[src/rtl/pcstk_pkg.sv]
package pcstk_pkg;
    localparam int PC_W  = 9;
    localparam int LIT_W = 8;
    localparam int STK_DEPTH = 2;
    localparam logic [PC_W-1:0] PC_RESET = {PC_W{1'b1}};

    typedef logic [PC_W-1:0]  pc_t;
    typedef logic [LIT_W-1:0] lit_t;

    typedef enum logic [2:0] {
        SEL_HOLD,
        SEL_INC,
        SEL_GOTO,
        SEL_CALL,
        SEL_RET,
        SEL_PCLW
    } ld_sel_e;

    typedef struct packed {
        logic goto_stb;
        logic call_stb;
        logic ret_stb;
        logic pclw_stb;
        pc_t  goto_tgt;
        lit_t call_tgt;
        lit_t pclw_val;
        lit_t ret_lit;
    } ld_req_t;

    function automatic pc_t pc_inc(input pc_t p);
        return p + pc_t'(1);
    endfunction

    function automatic pc_t low_page(input lit_t v);
        return {{(PC_W-LIT_W){1'b0}}, v};
    endfunction
endpackage

[src/rtl/pcstk_sel.sv]
module pcstk_sel
    import pcstk_pkg::*;
(
    input  logic    adv_en,
    input  ld_req_t req,
    output ld_sel_e sel
);
    always_comb begin
        if (!adv_en)           sel = SEL_HOLD;
        else if (req.goto_stb) sel = SEL_GOTO;
        else if (req.call_stb) sel = SEL_CALL;
        else if (req.ret_stb)  sel = SEL_RET;
        else if (req.pclw_stb) sel = SEL_PCLW;
        else                   sel = SEL_INC;
    end

    always_comb begin
        if (adv_en) begin
            AST_SEL_ACTIVE: assert (sel != SEL_HOLD);
        end
    end
endmodule

[src/rtl/pcstk_stack.sv]
module pcstk_stack
    import pcstk_pkg::*;
#(
    parameter int DEPTH = STK_DEPTH
) (
    input  logic    clk,
    input  logic    rst,
    input  ld_sel_e sel,
    input  pc_t     push_addr,
    output pc_t     top,
    output pc_t     lvl [DEPTH]
);
    pc_t lvl_q   [DEPTH];
    pc_t lvl_nxt [DEPTH];

    always_comb begin
        for (int i = 0; i < DEPTH; i++) begin
            lvl_nxt[i] = lvl_q[i];
            if (sel == SEL_CALL) begin
                lvl_nxt[i] = (i == 0) ? push_addr : lvl_q[(i == 0) ? 0 : i-1];
            end else if (sel == SEL_RET) begin
                lvl_nxt[i] = (i == DEPTH-1) ? lvl_q[i] : lvl_q[(i == DEPTH-1) ? i : i+1];
            end
        end
    end

    always_ff @(posedge clk) begin
        for (int i = 0; i < DEPTH; i++) begin
            if (rst) lvl_q[i] <= '0;
            else     lvl_q[i] <= lvl_nxt[i];
        end
    end

    assign top = lvl_q[0];
    assign lvl = lvl_q;

    AST_PUSH_SHIFT: assert property (@(posedge clk) disable iff (rst)
        sel == SEL_CALL |=> lvl_q[1] == $past(lvl_q[0]));
    AST_POP_KEEP: assert property (@(posedge clk) disable iff (rst)
        sel == SEL_RET |=> lvl_q[DEPTH-1] == $past(lvl_q[DEPTH-1]) && lvl_q[0] == $past(lvl_q[1]));
    AST_STK_QUIET: assert property (@(posedge clk) disable iff (rst)
        (sel != SEL_CALL && sel != SEL_RET) |=> $stable(lvl_q[0]) && $stable(lvl_q[1]));
endmodule

[src/rtl/pcstk_pcreg.sv]
module pcstk_pcreg
    import pcstk_pkg::*;
(
    input  logic    clk,
    input  logic    rst,
    input  ld_sel_e sel,
    input  ld_req_t req,
    input  pc_t     stk_top,
    output pc_t     pc_q,
    output lit_t    wval_q,
    output logic    wstb_q
);
    pc_t pc_nxt;

    always_comb begin
        unique case (sel)
            SEL_INC:  pc_nxt = pc_inc(pc_q);
            SEL_GOTO: pc_nxt = req.goto_tgt;
            SEL_CALL: pc_nxt = low_page(req.call_tgt);
            SEL_RET:  pc_nxt = stk_top;
            SEL_PCLW: pc_nxt = low_page(req.pclw_val);
            default:  pc_nxt = pc_q;
        endcase
    end

    always_ff @(posedge clk) begin
        if (rst) begin
            pc_q   <= PC_RESET;
            wstb_q <= 1'b0;
            wval_q <= '0;
        end else begin
            pc_q   <= pc_nxt;
            wstb_q <= (sel == SEL_RET);
            if (sel == SEL_RET) wval_q <= req.ret_lit;
        end
    end

    AST_RESET_TOP: assert property (@(posedge clk)
        rst |=> pc_q == PC_RESET && !wstb_q);
    AST_CALL_LOWPAGE: assert property (@(posedge clk) disable iff (rst)
        (sel == SEL_CALL || sel == SEL_PCLW) |=> pc_q[PC_W-1] == 1'b0);
    AST_HOLD_PC: assert property (@(posedge clk) disable iff (rst)
        sel == SEL_HOLD |=> $stable(pc_q) && !wstb_q);
    AST_STEP_ONE: assert property (@(posedge clk) disable iff (rst)
        sel == SEL_INC |=> pc_q == pc_t'($past(pc_q) + pc_t'(1)));
endmodule

[src/rtl/pcstk_seq.sv]
module pcstk_seq
    import pcstk_pkg::*;
(
    input  logic       clk,
    input  logic       rst,
    input  logic       adv_en,
    input  logic       goto_stb,
    input  logic [8:0] goto_tgt,
    input  logic       call_stb,
    input  logic [7:0] call_tgt,
    input  logic       pclw_stb,
    input  logic [7:0] pclw_val,
    input  logic       ret_stb,
    input  logic [7:0] ret_lit,
    output logic [8:0] pc,
    output logic [7:0] wload_val,
    output logic       wload_stb,
    output logic [8:0] stk_lvl1,
    output logic [8:0] stk_lvl2
);
    ld_req_t req;
    ld_sel_e sel;
    pc_t     top;
    pc_t     lvl [STK_DEPTH];
    pc_t     pc_q;

    assign req = '{goto_stb: goto_stb, call_stb: call_stb, ret_stb: ret_stb,
                   pclw_stb: pclw_stb, goto_tgt: goto_tgt, call_tgt: call_tgt,
                   pclw_val: pclw_val, ret_lit: ret_lit};

    pcstk_sel u_sel (
        .adv_en (adv_en),
        .req    (req),
        .sel    (sel)
    );

    pcstk_stack #(.DEPTH(STK_DEPTH)) u_stack (
        .clk       (clk),
        .rst       (rst),
        .sel       (sel),
        .push_addr (pc_inc(pc_q)),
        .top       (top),
        .lvl       (lvl)
    );

    pcstk_pcreg u_pcreg (
        .clk     (clk),
        .rst     (rst),
        .sel     (sel),
        .req     (req),
        .stk_top (top),
        .pc_q    (pc_q),
        .wval_q  (wload_val),
        .wstb_q  (wload_stb)
    );

    assign pc       = pc_q;
    assign stk_lvl1 = lvl[0];
    assign stk_lvl2 = lvl[1];

    AST_GOTO_FULL: assert property (@(posedge clk) disable iff (rst)
        adv_en && goto_stb |=> pc == $past(goto_tgt));
    AST_RET_LOAD: assert property (@(posedge clk) disable iff (rst)
        adv_en && ret_stb && !goto_stb && !call_stb |=> pc == $past(stk_lvl1) && wload_stb && wload_val == $past(ret_lit));
    AST_CALL_PUSH: assert property (@(posedge clk) disable iff (rst)
        adv_en && call_stb && !goto_stb |=> stk_lvl1 == pc_t'($past(pc) + 9'd1));
endmodule

[config.mk]
export PLATFORM = sky130hd
export DESIGN_NAME = pcstk_seq
export DESIGN_NICKNAME = d
export VERILOG_FILES = /design/src/rtl/pcstk_pkg.sv /design/src/rtl/pcstk_sel.sv /design/src/rtl/pcstk_stack.sv /design/src/rtl/pcstk_pcreg.sv /design/src/rtl/pcstk_seq.sv
export SDC_FILE = /design/constraint.sdc
export NUM_CORES = 1
export LEC_CHECK = 0
export BUFFER_PORTS_ARGS = -buffer_cell sky130_fd_sc_hd__clkbuf_2
export CAP_MARGIN = 10
export CORE_MARGIN = 2
export CORE_UTILIZATION = 45
export CTS_BUF_LIST = sky130_fd_sc_hd__clkbuf_16
export CTS_CLUSTER_DIAMETER = 60
export DETAILED_ROUTE_END_ITERATION = 16
export PLACE_DENSITY = 0.75
export SYNTH_ARGS = -nofsm -noshare
export SYNTH_HDL_FRONTEND = slang
export SYNTH_SLANG_ARGS = --single-unit
[constraint.sdc]
create_clock -name clk -period 3.7 [get_ports clk]
set_input_delay 0.555 -clock clk [delete_from_list [all_inputs] [get_ports clk]]
set_output_delay 0.555 -clock clk [all_outputs]
set_load 0.1 [all_outputs]
==> results of run 1 <==
where the power goes:
part           internal [mW]  switching [mW]  total [mW]
combinational         0.0704           0.205       0.276
sequential             0.404          0.0220       0.426
clock                  0.316           0.158       0.474
total                  0.791           0.385        1.18
metal layers:
layer / vias to the layer above / GRT usage [%]
met1: 976 / 31.13
li1: 995 / -
met3: 6 / 5.959
met4: 0 / 5.769
met2: 80 / 37.07
met5: - / 0
worst paths after layout:
path	to	start	slack (ns)
worst min-delay path	u_pcreg.wval_q[6]$_SDFFE_PP0N_	u_pcreg.wval_q[6]$_SDFFE_PP0N_	0.45
worst min register to register	u_pcreg.wval_q[6]$_SDFFE_PP0N_	u_pcreg.wval_q[6]$_SDFFE_PP0N_	0.45
worst max register to register	u_stack.top[8]$_SDFFE_PP0P_	u_pcreg.pc_q[0]$_SDFFE_PP1P_	2.10
worst max-delay path	u_stack.top[6]$_SDFFE_PP0P_	goto_stb	1.74
cell families after synthesis:
logic type,after synthesis
DFF,36
AOI/OAI and AO/OA,76
adders and majority gates,1
xor gates and xnor gates,5
and+or+nand+nor,101
buffers and inverters,21
Yosys cell counts, types with 2 or more instances:
cell	instances	area, um2
o22ai_1	2	12.51
a211oi_2	2	25.02
nand3_1	3	15.01
buf_6	2	22.52
a22oi_1	8	60.06
nand2b_1	7	43.79
buf_2	6	30.03
nor2b_1	4	25.02
nor3_1	6	30.03
nor4b_2	2	30.03
a221oi_1	5	43.79
o21ai_0	13	65.06
a21oi_1	29	145.1
a211oi_1	2	15.01
a31oi_1	3	18.77
nand3b_1	3	22.52
buf_4	3	22.52
clkbuf_1	4	15.01
a2111oi_0	2	17.52
o21bai_1	2	15.01
nand2_1	52	195.2
xnor2_1	4	35.03
nor2_1	10	37.54
a2111oi_1	2	20.02
dfxtp_1	36	720.7
inv_1	6	22.52
area by class of cell:
type,instances,area (um2)
clock buffers,5,125.1
clock inverters,3,42.54
fillers,375,1632
inverters,6,22.52
multi-input cells,183,1106
flip-flops and latches,36,720.7
well taps,50,62.56
repair buffers,75,375.4
worst max-delay path, stage by stage:
cell and delay (ns):
clkbuf_2 0.27, and3b_1 0.69, nor2_2 0.21, a22oi_1 0.23, o22ai_1 0.12
registers in the layout, summed over array words and instances (netlist names):
| signal | cells |
|---|---|
| u_pcreg.pc_q | 9 |
| u_stack.lvl | 9 |
| u_stack.top | 9 |
| u_pcreg.wval_q | 8 |
| u_pcreg.wstb_q | 1 |
metrics by stage:
step | hold slack [ns] | setup WS (ns)
after global routing | 0.4790 | 1.556
after detailed placement | 0.4456 | 1.471
after floorplan | 0.6910 | 1.521
after CTS | 0.4531 | 1.723
after global placement | 0.4429 | 1.552
final | 0.4526 | 1.737
==> impl_metrics.json, run 1 <==
{
  "gp_congestion": 0.8863,
  "pwr_density_cell_nw_per_um2": 479.0,
  "finalCriticalPeriod_ns": 1.963,
  "drtIter0Drc": 172,
  "place_area_um2": 2287,
  "status": "finished clean",
  "placed_cells": 350,
  "finish.net_count": 348,
  "tightest_slew_ns": 0.8796,
  "antenna_found_initial": 0,
  "grt_use_total_pct": 23.12,
  "final_cells": 358,
  "netlist_instances": 240,
  "synth.distinct_cells": 48,
  "wl_met1_mm": 2.418,
  "core.rowCount": 23,
  "reg2reg_depth": 5,
  "rsz0062_at_grt": "no",
  "avgSynthCellArea_um2": 8.081,
  "ys_warn_count": 0,
  "slew_headroom_pct": 41.36,
  "grt-ovfl-total": 0,
  "synth_mux_area_share_pct": 0,
  "holdBufCountCts": 0,
  "fin_worst_skew_ns": 0.003980,
  "start_kind": "input port",
  "final_common_cell": "clkbuf_2",
  "post-cts-setup-buffers": 0,
  "critPathArrivalTime_ns": 2.08,
  "design_area_um2": 2455,
  "die_w_um": 69.65,
  "clockBufferDepth": 2,
  "maxCapViolations": 0,
  "layout_common_cells": "clkbuf_2, nand2_1, dfxtp_1",
  "synth_fa_ha_area_share_pct": 0.6452,
  "hold_viol": 0,
  "cts_sinks": 36,
  "vias_per_cell": 5.746,
  "post-route-util_pct": 60.07,
  "max_freq_ghz": 0.5094,
  "tns_ns": 0,
  "grt_pass1_wl_mm": 9.197,
  "totalWireLength_mm": 5.563,
  "synth_seq_area_share_pct": 37.16,
  "ios": 76,
  "ctsHtreeMaxLevel": 2,
  "maxSlewViolCount": 0,
  "crit_path_end_kind": "flip-flop",
  "cts_tree": "done",
  "vias": 2057,
  "cts_buffers": 5,
  "area_delta_synth_final_pct": 26.58,
  "whs_path_depth": 2,
  "insertion_delay_ns": 0.28,
  "routed-wl-met3_um": 415,
  "critPathMaxFanout": 22,
  "diodes": 0,
  "path_clk_slew_ns": 0.06,
  "synth-seq-cells": 36,
  "highest_layer": "met4",
  "portBuffers": 75,
  "drtAntennaViolNets": 0,
  "synth_edf_count": 0,
  "drc": 0,
  "core_um2": 4086,
  "synthFlopType": "dfxtp_1",
  "layout-drive-gt1-share_pct": 31.49,
  "first_pass_iters": 4,
  "finalCritPeriodShare_pct": 53.06,
  "hold_class": "reg -> reg",
  "worstSetupPathType": "in -> reg",
  "synth_top_family_by_area": "simple AND/OR/NAND/NOR gates",
  "syn-cell-area_um2": 1939,
  "grt_start_max_net_pins": 43,
  "initial_core_util_pct": 47.46,
  "synth_xor_xnor_area_share_pct": 2.258,
  "p_leak_nw": 1.012,
  "synth_compound_area_share_pct": 25.87,
  "finalSetupViolCount": 0,
  "cts-resized-gates": 0,
  "ir_drop_v": 0.0002931,
  "total_power_mw": 1.176,
  "dp_hpwl_mm": 3.961,
  "cp.required_ns": 3.82,
  "wl_met2_mm": 2.686,
  "die_y_um": 69.65,
  "synth-async-reset-ratio_pct": 0,
  "wire_per_inst_um": 15.54,
  "root_buffer": "clkbuf_16",
  "first_global_vias": 1865,
  "synthSimpleGateAreaFrac_pct": 28.26,
  "syn_nets": 281,
  "die-area_um2": 4851
}
(Power assumes the default switching activity.)
==> inputs of run 2 (changes only) <==
--- a/config.mk
+++ b/config.mk
@@ -5,14 +5,15 @@
 export SDC_FILE = /design/constraint.sdc
 export NUM_CORES = 1
 export LEC_CHECK = 0
+export ABC_AREA = 1
 export BUFFER_PORTS_ARGS = -buffer_cell sky130_fd_sc_hd__clkbuf_2
 export CAP_MARGIN = 10
 export CORE_MARGIN = 2
-export CORE_UTILIZATION = 45
+export CORE_UTILIZATION = 44
 export CTS_BUF_LIST = sky130_fd_sc_hd__clkbuf_16
 export CTS_CLUSTER_DIAMETER = 60
 export DETAILED_ROUTE_END_ITERATION = 16
-export PLACE_DENSITY = 0.75
+export PLACE_DENSITY = 0.76
 export SYNTH_ARGS = -nofsm -noshare
 export SYNTH_HDL_FRONTEND = slang
 export SYNTH_SLANG_ARGS = --single-unit
==> constraint.sdc (replaced) <==
create_clock -name clk -period 1.7 [get_ports clk]
set_input_delay 0.255 -clock clk [delete_from_list [all_inputs] [get_ports clk]]
set_output_delay 0.255 -clock clk [all_outputs]
set_load 0.1 [all_outputs]
==> run 2 against run 1 <==
Compared with the run above: core utilization is 2.0 points lower; sequential share of layout area down 0.31 points; global-route usage shrank 0.060 points; routed wire length barely moved; first-iteration DRC count decreased by 16%; worst hold slack lost 0.25 ns; via count is 5.9% higher; die area rose by 2.6%; register-to-register slack got worse by 1.9 ns; critical endpoint is now u_stack.top[4]$_SDFFE_PP0P_; clock power is 120% higher.
==> impl_metrics.json, run 2 <==
{
  "status": "finished clean",
  "root_buffer": "clkbuf_16",
  "syn_nets": 344,
  "finalCritPeriodShare_pct": 88.01,
  "tightest_slew_ns": 0.5574,
  "ys_warn_count": 0,
  "fin_worst_skew_ns": 0.003424,
  "antenna_found_initial": 0,
  "vias_per_cell": 5.056,
  "synth_mux_area_share_pct": 0,
  "grt-ovfl-total": 0,
  "synth_fa_ha_area_share_pct": 0.6423,
  "hold_viol": 0,
  "wire_per_inst_um": 12.90,
  "finalCriticalPeriod_ns": 1.496,
  "drtIter0Drc": 145,
  "synth-seq-cells": 36,
  "holdBufCountCts": 0,
  "wl_met1_mm": 2.479,
  "cts_sinks": 36,
  "grt_pass1_wl_mm": 9.177,
  "synthSimpleGateAreaFrac_pct": 34.10,
  "first_global_vias": 2012,
  "routed-wl-met3_um": 260,
  "p_leak_nw": 1.257,
  "syn-cell-area_um2": 1948,
  "synth_xor_xnor_area_share_pct": 1.349,
  "grt_use_total_pct": 23.06,
  "yosysTopAreaCell": "dfxtp_1",
  "core.rowCount": 24,
  "start_kind": "flip-flop",
  "final_cells": 431,
  "cp.required_ns": 1.93,
  "synthFlopType": "dfxtp_1",
  "initial_core_util_pct": 45.05,
  "worstSetupPathType": "reg -> reg",
  "yosysMostFrequentCell": "nand2_1",
  "wl_met2_mm": 2.737,
  "totalWireLength_mm": 5.562,
  "layout-drive-gt1-share_pct": 27.97,
  "post-route-util_pct": 58.07,
  "ir_drop_v": 0.0006455,
  "avgSynthCellArea_um2": 6.429,
  "core_um2": 4324,
  "final_common_cell": "nand2_1",
  "portBuffers": 75,
  "gp_congestion": 0.8863,
  "slew_headroom_pct": 63.00,
  "die-area_um2": 4976,
  "highest_layer": "met4",
  "cts_buffers": 5,
  "path_clk_slew_ns": 0.06,
  "area_delta_synth_final_pct": 28.90,
  "holdWs_ns": 0.1997,
  "drtAntennaViolNets": 0,
  "ios": 76,
  "max_freq_ghz": 0.6684,
  "clockBufferDepth": 2,
  "synth.distinct_cells": 26,
  "maxSlewViolCount": 0,
  "grt_start_max_net_pins": 24,
  "cts-resized-gates": 0,
  "maxCapViolations": 0,
  "synth_seq_area_share_pct": 36.99,
  "place_area_um2": 2347,
  "netlist_instances": 303,
  "diodes": 0,
  "crit_path_end_kind": "flip-flop",
  "critPathArrivalTime_ns": 1.72,
  "synth_edf_count": 0,
  "finalSetupViolCount": 0,
  "vias": 2179,
  "drc": 0,
  "insertion_delay_ns": 0.28,
  "finish.net_count": 419,
  "cts_tree": "done",
  "synth_compound_area_share_pct": 16.51,
  "synth-async-reset-ratio_pct": 0,
  "synth_area_leaders": "dfxtp_1, nand2_1, a21oi_1, nor2_1, inv_1",
  "layout_common_cells": "nand2_1, clkbuf_2, a21oi_1",
  "die_w_um": 70.54,
  "placed_cells": 423,
  "synth_common_cells": "nand2_1, a21oi_1, dfxtp_1",
  "post-cts-setup-buffers": 0,
  "synth_top_area_share_pct": 36.99,
  "tns_ns": 0,
  "first_pass_iters": 4,
  "pwr_density_cell_nw_per_um2": 1037,
  "hold_class": "in -> reg",
  "synth_top_family_by_area": "simple AND/OR/NAND/NOR gates",
  "design_area_um2": 2511,
  "critPathMaxFanout": 7,
  "ctsHtreeMaxLevel": 2,
  "rsz0062_at_grt": "no",
  "die_y_um": 70.54,
  "dp_hpwl_mm": 4.131
}
-- run 2: cell type report --
| type | count | area, um2 |
|---|---|---|
| fill | 443 | 1813 |
| sequential | 36 | 729.5 |
| tap | 52 | 65.06 |
| clock buffer | 5 | 125.1 |
| timing repair buffer | 80 | 412.9 |
| clock inverter | 3 | 38.79 |
| multi-input combinational | 225 | 1025 |
| inverter | 30 | 115.1 |
-- run 2: critical path: stages, from the launching register on --
cell	delay, ns
dfxtp_2	0.39
ha_1	0.20
nand2_1	0.08
nor2_1	0.22
xor2_1	0.25
nand2_1	0.11
nand3_1	0.08
nand2_1	0.06
inv_1	0.06
-- run 2: worst paths after layout --
| check | startpoint | end | slack (ns) | cells after the start |
|---|---|---|---|---|
| setup / recovery | u_pcreg.pc_q[0]$_SDFFE_PP1P_ | u_stack.top[4]$_SDFFE_PP0P_ | 0.20 | 8 |
| hold / removal | ret_lit[7] | u_pcreg.wval_q[7]$_SDFFE_PP0N_ | 0.20 | 3 |
| setup reg to reg | u_pcreg.pc_q[0]$_SDFFE_PP1P_ | u_stack.top[4]$_SDFFE_PP0P_ | 0.20 | 8 |
| hold reg to reg | u_pcreg.wval_q[1]$_SDFFE_PP0N_ | u_pcreg.wval_q[1]$_SDFFE_PP0N_ | 0.46 | 2 |
-- run 2: cell families after synthesis --
kind of cell               Yosys count
AOI/OAI and AO/OA                   60
adders and majority gates            1
xor gates and xnor gates             3
DFF                                 36
buffers and inverters               42
and+or+nand+nor                    161
-- run 2: metrics by stage --
stage / power, mW / setup WS (ns)
floorplan: 1.432 / 0.01024
global placement: 1.571 / 0.2076
detailed placement: 1.578 / 0.1949
CTS: 2.606 / 0.2318
global route: 2.689 / 0.08499
finish: 2.603 / 0.2039
-- run 2: layer usage --
layer	GRT usage [%]	vias up
met5	0	-
met4	8.176	0
met1	29.64	987
li1	-	1117
met2	39.10	65
met3	4.131	10
-- run 2: where the power goes --
group	internal (mW)	switching (mW)	total (mW)
Combinational	0.153	0.491	0.643
Sequential	0.884	0.0415	0.925
Clock	0.683	0.351	1.03
Total	1.72	0.883	2.60
